--- config.mk ---
export PLATFORM = sky130hd
export DESIGN_NAME = clkx_bank
export DESIGN_NICKNAME = d
export VERILOG_FILES = /design/src/rtl/clkx_pkg.sv /design/src/rtl/clkx_tick_div.sv /design/src/rtl/clkx_regs.sv /design/src/rtl/clkx_channel.sv /design/src/rtl/clkx_bank.sv
export SDC_FILE = /design/constraint.sdc
export NUM_CORES = 1
export LEC_CHECK = 0
export ABC_AREA = 1
export ABC_CLOCK_PERIOD_IN_PS = 3200
export CAP_MARGIN = 40
export CORE_MARGIN = 2
export CORE_UTILIZATION = 60
export CTS_BUF_LIST = sky130_fd_sc_hd__clkbuf_4 sky130_fd_sc_hd__clkbuf_8
export CTS_CLUSTER_SIZE = 12
export DETAILED_ROUTE_END_ITERATION = 16
export PLACE_DENSITY = 0.82
export SYNTH_ARGS = -nofsm -noshare
export SYNTH_HDL_FRONTEND = slang
export SYNTH_HIERARCHICAL = 1
export SYNTH_SLANG_ARGS = --single-unit
--- constraint.sdc ---
create_clock -name clk -period 3.2 [get_ports clk]
set_input_delay 0.64 -clock clk [delete_from_list [all_inputs] [get_ports clk]]
set_output_delay 0.64 -clock clk [all_outputs]
set_load 0.03 [all_outputs]
--- src/rtl/clkx_pkg.sv ---
package clkx_pkg;
   localparam int unsigned SEL_W     = 6;
   localparam int unsigned PRE_W     = 10;
   localparam int unsigned FIN_W     = 6;
   localparam int unsigned LANE_W    = 8;
   localparam int unsigned PGATE_BIT = 6;
   localparam int unsigned FGATE_BIT = 6;

   typedef struct packed {
      logic [SEL_W-1:0] sel;
      logic             pgate;
      logic [PRE_W-1:0] pre;
      logic             fgate;
      logic [FIN_W-1:0] fin;
   } ch_cfg_t;
endpackage

--- src/rtl/clkx_tick_div.sv ---
module clkx_tick_div #(
   parameter int unsigned W = 6
) (
   input  logic         clk,
   input  logic         rst_n,
   input  logic         in_tick,
   input  logic         gate,
   input  logic [W-1:0] ratio,
   output logic         out_tick
);
   logic [W-1:0] cnt_q;
   logic [W-1:0] act_q;
   logic         term;

   assign term     = (cnt_q == act_q);
   assign out_tick = in_tick & gate & term;

   always_ff @(posedge clk or negedge rst_n) begin
      if (!rst_n) begin
         cnt_q <= '0;
         act_q <= '0;
      end else if (!gate) begin
         cnt_q <= '0;
         act_q <= ratio;
      end else if (in_tick) begin
         if (term) begin
            cnt_q <= '0;
            act_q <= ratio;
         end else begin
            cnt_q <= cnt_q + 1'b1;
         end
      end
   end
endmodule

--- src/rtl/clkx_regs.sv ---
module clkx_regs
   import clkx_pkg::*;
#(
   parameter int unsigned N_OUT    = 4,
   parameter int unsigned ADDR_W   = 10,
   parameter int unsigned XBAR_OFS = 32'h18,
   parameter int unsigned PRE_OFS  = 32'h58,
   parameter int unsigned FIN_OFS  = 32'h164,
   parameter bit          READ_REG = 1'b1
) (
   input  logic              clk,
   input  logic              rst_n,
   input  logic              wr_en,
   input  logic [ADDR_W-1:0] wr_addr,
   input  logic [31:0]       wr_data,
   input  logic [ADDR_W-1:0] rd_addr,
   output logic [31:0]       rd_data,
   input  logic [N_OUT-1:0]  ch_enable,
   input  logic [N_OUT-1:0]  ch_disable,
   output ch_cfg_t           cfg [N_OUT]
);
   localparam int unsigned WA_W = ADDR_W - 2;

   logic [WA_W-1:0] wr_word;
   logic [WA_W-1:0] rd_word;
   logic [31:0]     rd_next;
   logic            unused_bits;

   assign wr_word     = wr_addr[ADDR_W-1:2];
   assign rd_word     = rd_addr[ADDR_W-1:2];
   assign unused_bits = ^{wr_addr[1:0], rd_addr[1:0], wr_data};

   for (genvar c = 0; c < N_OUT; c++) begin : g_ch
      localparam int unsigned       LANE   = c % 4;
      localparam logic [WA_W-1:0]   X_WORD = WA_W'((XBAR_OFS / 4) + c / 4);
      localparam logic [WA_W-1:0]   P_WORD = WA_W'((PRE_OFS / 4) + c);
      localparam logic [WA_W-1:0]   F_WORD = WA_W'((FIN_OFS / 4) + c);

      ch_cfg_t q;
      logic    hit_x, hit_p, hit_f;

      assign hit_x = wr_en && (wr_word == X_WORD);
      assign hit_p = wr_en && (wr_word == P_WORD);
      assign hit_f = wr_en && (wr_word == F_WORD);

      always_ff @(posedge clk or negedge rst_n) begin
         if (!rst_n) begin
            q <= '0;
         end else begin
            if (hit_x) begin
               q.sel   <= wr_data[LANE*LANE_W +: SEL_W];
               q.pgate <= wr_data[LANE*LANE_W + PGATE_BIT];
            end
            if (hit_p) q.pre <= wr_data[PRE_W-1:0];
            if (hit_f) begin
               q.fin   <= wr_data[FIN_W-1:0];
               q.fgate <= wr_data[FGATE_BIT];
            end
            if (ch_enable[c]) begin
               q.pgate <= 1'b1;
               q.fgate <= 1'b1;
            end
            if (ch_disable[c]) q.fgate <= 1'b0;
         end
      end

      assign cfg[c] = q;
   end

   always_comb begin
      rd_next = '0;
      for (int c = 0; c < N_OUT; c++) begin
         if (int'(rd_word) == int'(XBAR_OFS / 4) + c / 4)
            rd_next[(c % 4)*LANE_W +: SEL_W+1] = {cfg[c].pgate, cfg[c].sel};
         if (int'(rd_word) == int'(PRE_OFS / 4) + c)
            rd_next[PRE_W-1:0] = cfg[c].pre;
         if (int'(rd_word) == int'(FIN_OFS / 4) + c)
            rd_next[FIN_W:0] = {cfg[c].fgate, cfg[c].fin};
      end
   end

   if (READ_REG) begin : g_rd_reg
      logic [31:0] rd_q;
      always_ff @(posedge clk or negedge rst_n) begin
         if (!rst_n) rd_q <= '0;
         else        rd_q <= rd_next;
      end
      assign rd_data = rd_q;
   end else begin : g_rd_comb
      assign rd_data = rd_next;
   end
endmodule

--- src/rtl/clkx_channel.sv ---
module clkx_channel
   import clkx_pkg::*;
#(
   parameter int unsigned N_SRC = 8
) (
   input  logic             clk,
   input  logic             rst_n,
   input  logic [N_SRC-1:0] src_tick,
   input  ch_cfg_t          cfg,
   output logic             tick_o,
   output logic             clk_o
);
   logic picked;
   logic pre_tick;
   logic fin_tick;
   logic tick_q;
   logic sq_q;

   always_comb begin
      picked = 1'b0;
      for (int s = 0; s < N_SRC; s++) begin
         if (cfg.sel == SEL_W'(s)) picked = src_tick[s];
      end
   end

   clkx_tick_div #(.W(PRE_W)) u_pre (
      .clk      (clk),
      .rst_n    (rst_n),
      .in_tick  (picked),
      .gate     (cfg.pgate),
      .ratio    (cfg.pre),
      .out_tick (pre_tick)
   );

   clkx_tick_div #(.W(FIN_W)) u_fin (
      .clk      (clk),
      .rst_n    (rst_n),
      .in_tick  (pre_tick),
      .gate     (cfg.fgate),
      .ratio    (cfg.fin),
      .out_tick (fin_tick)
   );

   always_ff @(posedge clk or negedge rst_n) begin
      if (!rst_n) begin
         tick_q <= 1'b0;
         sq_q   <= 1'b0;
      end else begin
         tick_q <= fin_tick;
         if (fin_tick) sq_q <= ~sq_q;
      end
   end

   assign tick_o = tick_q;
   assign clk_o  = sq_q;
endmodule

--- src/rtl/clkx_bank.sv ---
module clkx_bank
   import clkx_pkg::*;
#(
   parameter int unsigned N_OUT    = 4,
   parameter int unsigned N_SRC    = 8,
   parameter int unsigned ADDR_W   = 10,
   parameter int unsigned XBAR_OFS = 32'h18,
   parameter int unsigned PRE_OFS  = 32'h58,
   parameter int unsigned FIN_OFS  = 32'h164,
   parameter bit          READ_REG = 1'b1
) (
   input  logic              clk,
   input  logic              rst_n,
   input  logic [N_SRC-1:0]  src_tick,
   input  logic              wr_en,
   input  logic [ADDR_W-1:0] wr_addr,
   input  logic [31:0]       wr_data,
   input  logic [ADDR_W-1:0] rd_addr,
   output logic [31:0]       rd_data,
   input  logic [N_OUT-1:0]  ch_enable,
   input  logic [N_OUT-1:0]  ch_disable,
   output logic [N_OUT-1:0]  ch_active,
   output logic [N_OUT-1:0]  out_tick,
   output logic [N_OUT-1:0]  out_clk
);
   localparam int unsigned XBAR_WORDS = (N_OUT + 3) / 4;

   if (N_SRC < 1 || N_SRC > 64) begin : g_bad_src
      $error("N_SRC must lie in 1..64");
   end
   if (N_OUT < 1) begin : g_bad_out
      $error("N_OUT must be at least 1");
   end
   if ((XBAR_OFS % 4) != 0 || (PRE_OFS % 4) != 0 || (FIN_OFS % 4) != 0) begin : g_bad_align
      $error("register offsets must be word aligned");
   end
   if (XBAR_OFS + 4*XBAR_WORDS > PRE_OFS) begin : g_bad_xbar
      $error("routing words overlap pre-divider words");
   end
   if (PRE_OFS + 4*N_OUT > FIN_OFS) begin : g_bad_pre
      $error("pre-divider words overlap final words");
   end
   if (FIN_OFS + 4*N_OUT > (1 << ADDR_W)) begin : g_bad_addr
      $error("ADDR_W too narrow for the register map");
   end

   ch_cfg_t cfg [N_OUT];

   clkx_regs #(
      .N_OUT    (N_OUT),
      .ADDR_W   (ADDR_W),
      .XBAR_OFS (XBAR_OFS),
      .PRE_OFS  (PRE_OFS),
      .FIN_OFS  (FIN_OFS),
      .READ_REG (READ_REG)
   ) u_regs (
      .clk        (clk),
      .rst_n      (rst_n),
      .wr_en      (wr_en),
      .wr_addr    (wr_addr),
      .wr_data    (wr_data),
      .rd_addr    (rd_addr),
      .rd_data    (rd_data),
      .ch_enable  (ch_enable),
      .ch_disable (ch_disable),
      .cfg        (cfg)
   );

   for (genvar c = 0; c < N_OUT; c++) begin : g_chan
      clkx_channel #(.N_SRC(N_SRC)) u_chan (
         .clk      (clk),
         .rst_n    (rst_n),
         .src_tick (src_tick),
         .cfg      (cfg[c]),
         .tick_o   (out_tick[c]),
         .clk_o    (out_clk[c])
      );
      assign ch_active[c] = cfg[c].fgate;
   end
endmodule

; ---- Yosys cells after proc, flatten, opt, wreduce, memory -nomap -nowiden
; Index checks and enable logic that the tools add are counted.
; W data, S select, Z words.
[word_totals]
elab_cells = 284
ff_bits = 261
out_inout_bits = 44
[op_classes]
add_sub_neg = 8
n_reduce_logical = 29
eq_ne = 70
mux = 112
bitwise_logic = 20
[op_table]
columns = op, n
row1 = $mux W10, 28
row2 = $mux W6, 24
row3 = $eq A6 B3 Y1 const B, 16
row4 = $mux W7, 12
row5 = $eq A6 B2 Y1 const B, 8
row6 = $mux W1, 48
row7 = $add A10 B1 Y10 const B, 4
row8 = $eq A10 B10 Y1, 4
row9 = $eq A8 B5 Y1 const B, 4
row10 = $eq A8 B6 Y1 const B, 4
row11 = $eq A8 B7 Y1 const B, 4
row12 = $eq A8 B8 Y1 const B, 4
row13 = $ne A2 B1 Y1 const B, 16
row14 = $add A6 B1 Y6 const B, 4
row15 = $eq A6 B1 Y1 const B, 4
row16 = $eq A6 B6 Y1, 4
row17 = $logic_not A6 Y1, 4
row18 = $and A1 B1 Y1, 16
row19 = $reduce_and A2 Y1, 8
row20 = $reduce_bool A3 Y1, 4
row21 = $logic_and A1 B1 Y1, 9
row22 = $eq A8 B3 Y1 const B, 1
row23 = $eq A8 B4 Y1 const B, 1
row24 = $reduce_bool A2 Y1, 4
row25 = $not A1 Y1, 4

; ---- Logic depth before layout (Yosys ltp)
[depth]
depth_word = 13
depth_mapped = 17

; ---- Cells and area by module
; Netlist, hierarchy kept.
[modules_own_cells]
columns = module, seq_area_each_um2, area_each_um2, cells_per_inst, n_inst
row1 = clkx_regs, 3128.0, 5321.4, 607, 1
row2 = clkx_tick_div (g_chan[0].u_chan.u_pre ...), 500.5, 1193.6, 166, 4
row3 = clkx_tick_div (g_chan[2].u_chan.u_fin ...), 300.3, 694.4, 99, 2
row4 = clkx_tick_div (g_chan[0].u_chan.u_fin ...), 300.3, 693.2, 98, 2
row5 = clkx_channel, 50.0, 156.4, 24, 4

; ---- Least setup slack after synthesis
; Ideal clock, no wire load.
[synth_timing]
path_kind = input port to flip-flop
startpoint = input src_tick[2]
endpoint = register g_chan[0].u_chan.u_fin.cnt_q[4]
setup_slack_ns = 1.212
t_arrival_ns = 1.910
required_time_ns = 3.123
path_stages = 16
setup_time_ns = 0.077
cell_sequence = nand2_1 nand3_1 nand2_1 nand2_1 nand2_1 nor2_1 nand2_1 nor2_1 nor2_2 inv_2 nand2_1 nor2_1 nand2_1 nand2_1 nand2_1 a21oi_1
[synth_via]
elab_chain_cells = 9
[synth_lines]
columns = element, line_no
row1 = start: declaration, clkx_bank.sv:14  ; input logic [N_SRC-1:0] src_tick,
row2 = $mux W1 (6 in a row), clkx_channel.sv:22  ; if (cfg.sel == SEL_W'(s)) picked = src_tick[s];
row3 = via g_chan[0].u_chan.picked, clkx_channel.sv:13  ; logic picked;
row4 = $and A1 B1 Y1 (2 in a row), clkx_tick_div.sv:16  ; assign out_tick = in_tick & gate & term;
row5 = via g_chan[0].u_chan.pre_tick, clkx_channel.sv:14  ; logic pre_tick;
row6 = $ne A2 B1 Y1 (no line), --
row7 = end signal: assignment, clkx_tick_div.sv:30  ; cnt_q <= cnt_q + 1'b1;
row8 = end: declaration, clkx_tick_div.sv:11  ; logic [W-1:0] cnt_q;
; The timed path passes the listed nets, and every way through them passes these cells.
; A chain may end at the register's enable or synchronous reset.

; ---- Worst setup path in the final report
[layout_timing]
startpoint = register u_regs.g_ch[2].q (netlist bit u_regs/cfg[30])
endpoint = output ch_active[2]
[layout_rtl]
columns = element, line_no
row1 = start: declaration, clkx_regs.sv:39  ; ch_cfg_t q;
row2 = end: declaration, clkx_bank.sv:22  ; output logic [N_OUT-1:0] ch_active,
; No word-level cell between the ends.

==> results.md <==
* Outcome: finished, final reports clean
* Hold WC Path Type: input pin to asynchronous set/reset pin
* Buffers on Ports at 104
* Synth warnings at 6
* LEAKAGE at 8.292 nW
* Syn Inst Count at 1,761
* Die height at 154.0 um
* Unrepaired setup endpoints after global routing: no
* WHS at 0.1125 ns
* Final setup TNS at 0 ns
* Setup Skew at 0.01819 ns
* Post-layout net count at 1,974
* R2r startpoint: u_regs/cfg[19]
* Core area at 21,960 um2
* Period Utilization, post-route at 0.7792
* Pwr Density at 491.3 nW/um2
* Commonest non-fill, non-tap cells in the layout: nand2_1 (627), dfrtp_1 (261), inv_1 (191)
* Crit path cell chain: clkdlybuf4s50_1
* Minimum clock period at 2.493 ns
* Antenna Nets Post-Route at 0
* Critical path arrival at 1.85 ns
* DP HPWL at 23,820 um
* R2r setup slk at 0.85 ns
* Vias in the first global route at 11,390
* H-tree depth at 2
* 1st-iter DRT viols at 978
* CP startpoint kind: flop
* I/O pins at 115
* Cts bufs inserted at 45
* Synth area leader: dfrtp_1
* Max-Cap Viols at 0
* Routed vias at 11,820
* Worst path slowest cell: clkdlybuf4s50_1
* Syn Area/Cell at 7.664 um2
* Slew Viols, Final at 0
* First-pass GRT wire length at 55,630 um
* N_diodes at 0
* Worst path max stage delay at 0.74 ns
* Worst ir drop on vdd at 0.3843 mV
* Slew HR at 0.4716
* Finish-stage setup viols at 0
* Hold buffers post-CTS at 0
* CP Max Fanout at 6
* Area delta synth->final at 16.88%
* Maximum clock rate at 401.1 MHz
* Sequential Area at 6531 um2
* Initial antenna violation count at 0
* Die area at 23,710 um2
* FF-to-FF End: g_chan[3].u_chan/u_fin/act_q[5]
* Top post-synthesis cells by area: dfrtp_1 (48%), nand2_1 (17%), nand3_1 (5.6%)
* Postcts setup bufs at 0
* CTS root buffer: clkbuf_8
* Worst Setup Slack, final at 0.7066 ns
* Fin. Hold Viols at 0
* Post-Syn Area at 13,500 um2
* Leading cell type in the layout, fill and taps excluded: nand2_1
* Worst slew pin tran at 0.7907 ns
* Multi-input gate area at 5717 um2
* Vias per cell at 5.346
* Family with the most delay on the worst path: buffers and inverters
* Total GRT Usage at 0.2888
* Drt first pass iters at 5
* Post-synthesis sequential area ratio at 0.4839
* Number of remaining DRC errors at 0
* Place WS at 0.1809 ns
* Worst r2r path cells at 15
* Die X at 154.0 um
* Skew-Pair Late Insertion Delay at 0.57 ns
* Placer Congestion at 0.9373
* CTS tree: yes
* Worst Path Required at 2.56 ns
* Routed wire per std cell at 15.06 um
* Fraction of layout cells with a size suffix above 1 at 0.1161
* Worst Path Buf+Inv at 1
* Fillers at 1,709
* Clock sinks at 261
* GR Overflow Total at 0
* Core Rows at 54
* Clock-pin slew on the worst setup and hold paths at 0.06 ns
* Resize count post-CTS at 0
* Largest net degree at the start of global routing at 96
* Share of Yosys cell area claimed by the top area cell type at 0.4839
* Crit. End Element: primary output
* Starting density of the core at 0.6146
* Final WL at 33,270 um
* CP Class: flop to primary output
* Register bit total from synthesis at 261
* Distinct cells, synth at 36
* Max Root-Sink Buffers at 3
-- cell families after synthesis --
| kind of cell | after synthesis | share of synthesized area |
|---|---|---|
| xor gates and xnor gates | 32 | 0.02077 |
| and+or+nand+nor | 997 | 0.3199 |
| AOI/OAI and AO/OA | 180 | 0.07463 |
| other | 1 | 0.0002778 |
| adders and majority gates | 8 | 0.007417 |
| buffers and inverters | 282 | 0.09307 |
| DFF | 261 | 0.4839 |
-- power by group --
group	internal (mW)	switching, mW
Combinational	0.317	0.524
Clock	1.90	1.36
Sequential	3.46	0.186
Total	5.68	2.07
-- worst max path at each step --
stage / cells after the start / from / endpoint
finish: 1 / u_regs/cfg[30] / ch_active[2]
global route: 17 / src_tick[2] / g_chan[1].u_chan/u_fin/cnt_q[4]
CTS: 1 / u_regs/cfg[54] / ch_active[1]
detailed placement: 15 / src_tick[6] / g_chan[3].u_chan/u_fin/act_q[5]
global placement: 6 / rd_addr[5] / u_regs/rd_data[22]
floorplan: 16 / src_tick[2] / g_chan[0].u_chan/u_fin/cnt_q[4]
-- cell type report --
cell class | count | share of cell area
inverters | 233 | 0.05544
clock inverters | 8 | 0.004759
flip-flops and latches | 261 | 0.4140
multi-input cells | 1220 | 0.3624
repair buffers | 134 | 0.08296
clock buffers | 74 | 0.05822
well taps | 280 | 0.02221
-- state kept, by name, summed over array words and instances, names as in the netlist --
register and flops:
g_chan.u_chan/tick_o 4, u_regs/rd_data 29, g_chan.u_chan/u_fin/cnt_q 24, g_chan.u_chan/u_pre/cnt_q 40
g_chan.u_chan/clk_o 4, g_chan.u_chan/u_pre/act_q 40, g_chan.u_chan/u_fin/act_q 24, u_regs/cfg 96
-- synth_stat cells --
| library cell | count |
|---|---|
| o21bai_1 | 4 |
| nand2_2 | 5 |
| nand3_2 | 14 |
| o21ai_2 | 11 |
| nor3_4 | 4 |
| buf_2 | 10 |
| buf_8 | 5 |
| nor4_2 | 1 |
| nand4_1 | 28 |
| inv_1 | 191 |
| clkinv_1 | 2 |
| dfrtp_1 | 261 |
| buf_6 | 12 |
| nand3_1 | 150 |
| conb_1 | 1 |
| nor2_4 | 1 |
| nor4_4 | 1 |
| o21bai_4 | 4 |
| clkbuf_2 | 1 |
| nor2_1 | 121 |
| nor3_2 | 1 |
| ha_1 | 8 |
| nand2_4 | 4 |
| nand2_1 | 627 |
| clkbuf_1 | 11 |
| o21ai_0 | 95 |
| inv_2 | 40 |
| or2_2 | 5 |
| xor2_1 | 32 |
| buf_4 | 10 |
| nor3_1 | 11 |
| a21oi_1 | 66 |
| nor4_1 | 2 |
| nor2_2 | 19 |
| nand3_4 | 1 |
| or2_0 | 2 |
-- through the flow --
stage | cells | power, mW | utilization | instance area (um2)
finish | 2210 | 7.750 | 0.7184 | 15780
global route | 2210 | 8.103 | 0.7184 | 15780
CTS | 2210 | 7.795 | 0.7184 | 15780
detailed placement | 2128 | 4.535 | 0.6732 | 14780
global placement | 2127 | 4.498 | 0.6728 | 14770
floorplan | 1763 | 4.211 | - | 13500
-- layer usage --
layer,GRT usage,part of all wire
met1,0.3894,0.43
met2,0.4623,0.46
met3,0.07413,0.086
met4,0.09123,0.028
met5,0,0
Note: power is estimated with default switching activity, not from simulation.
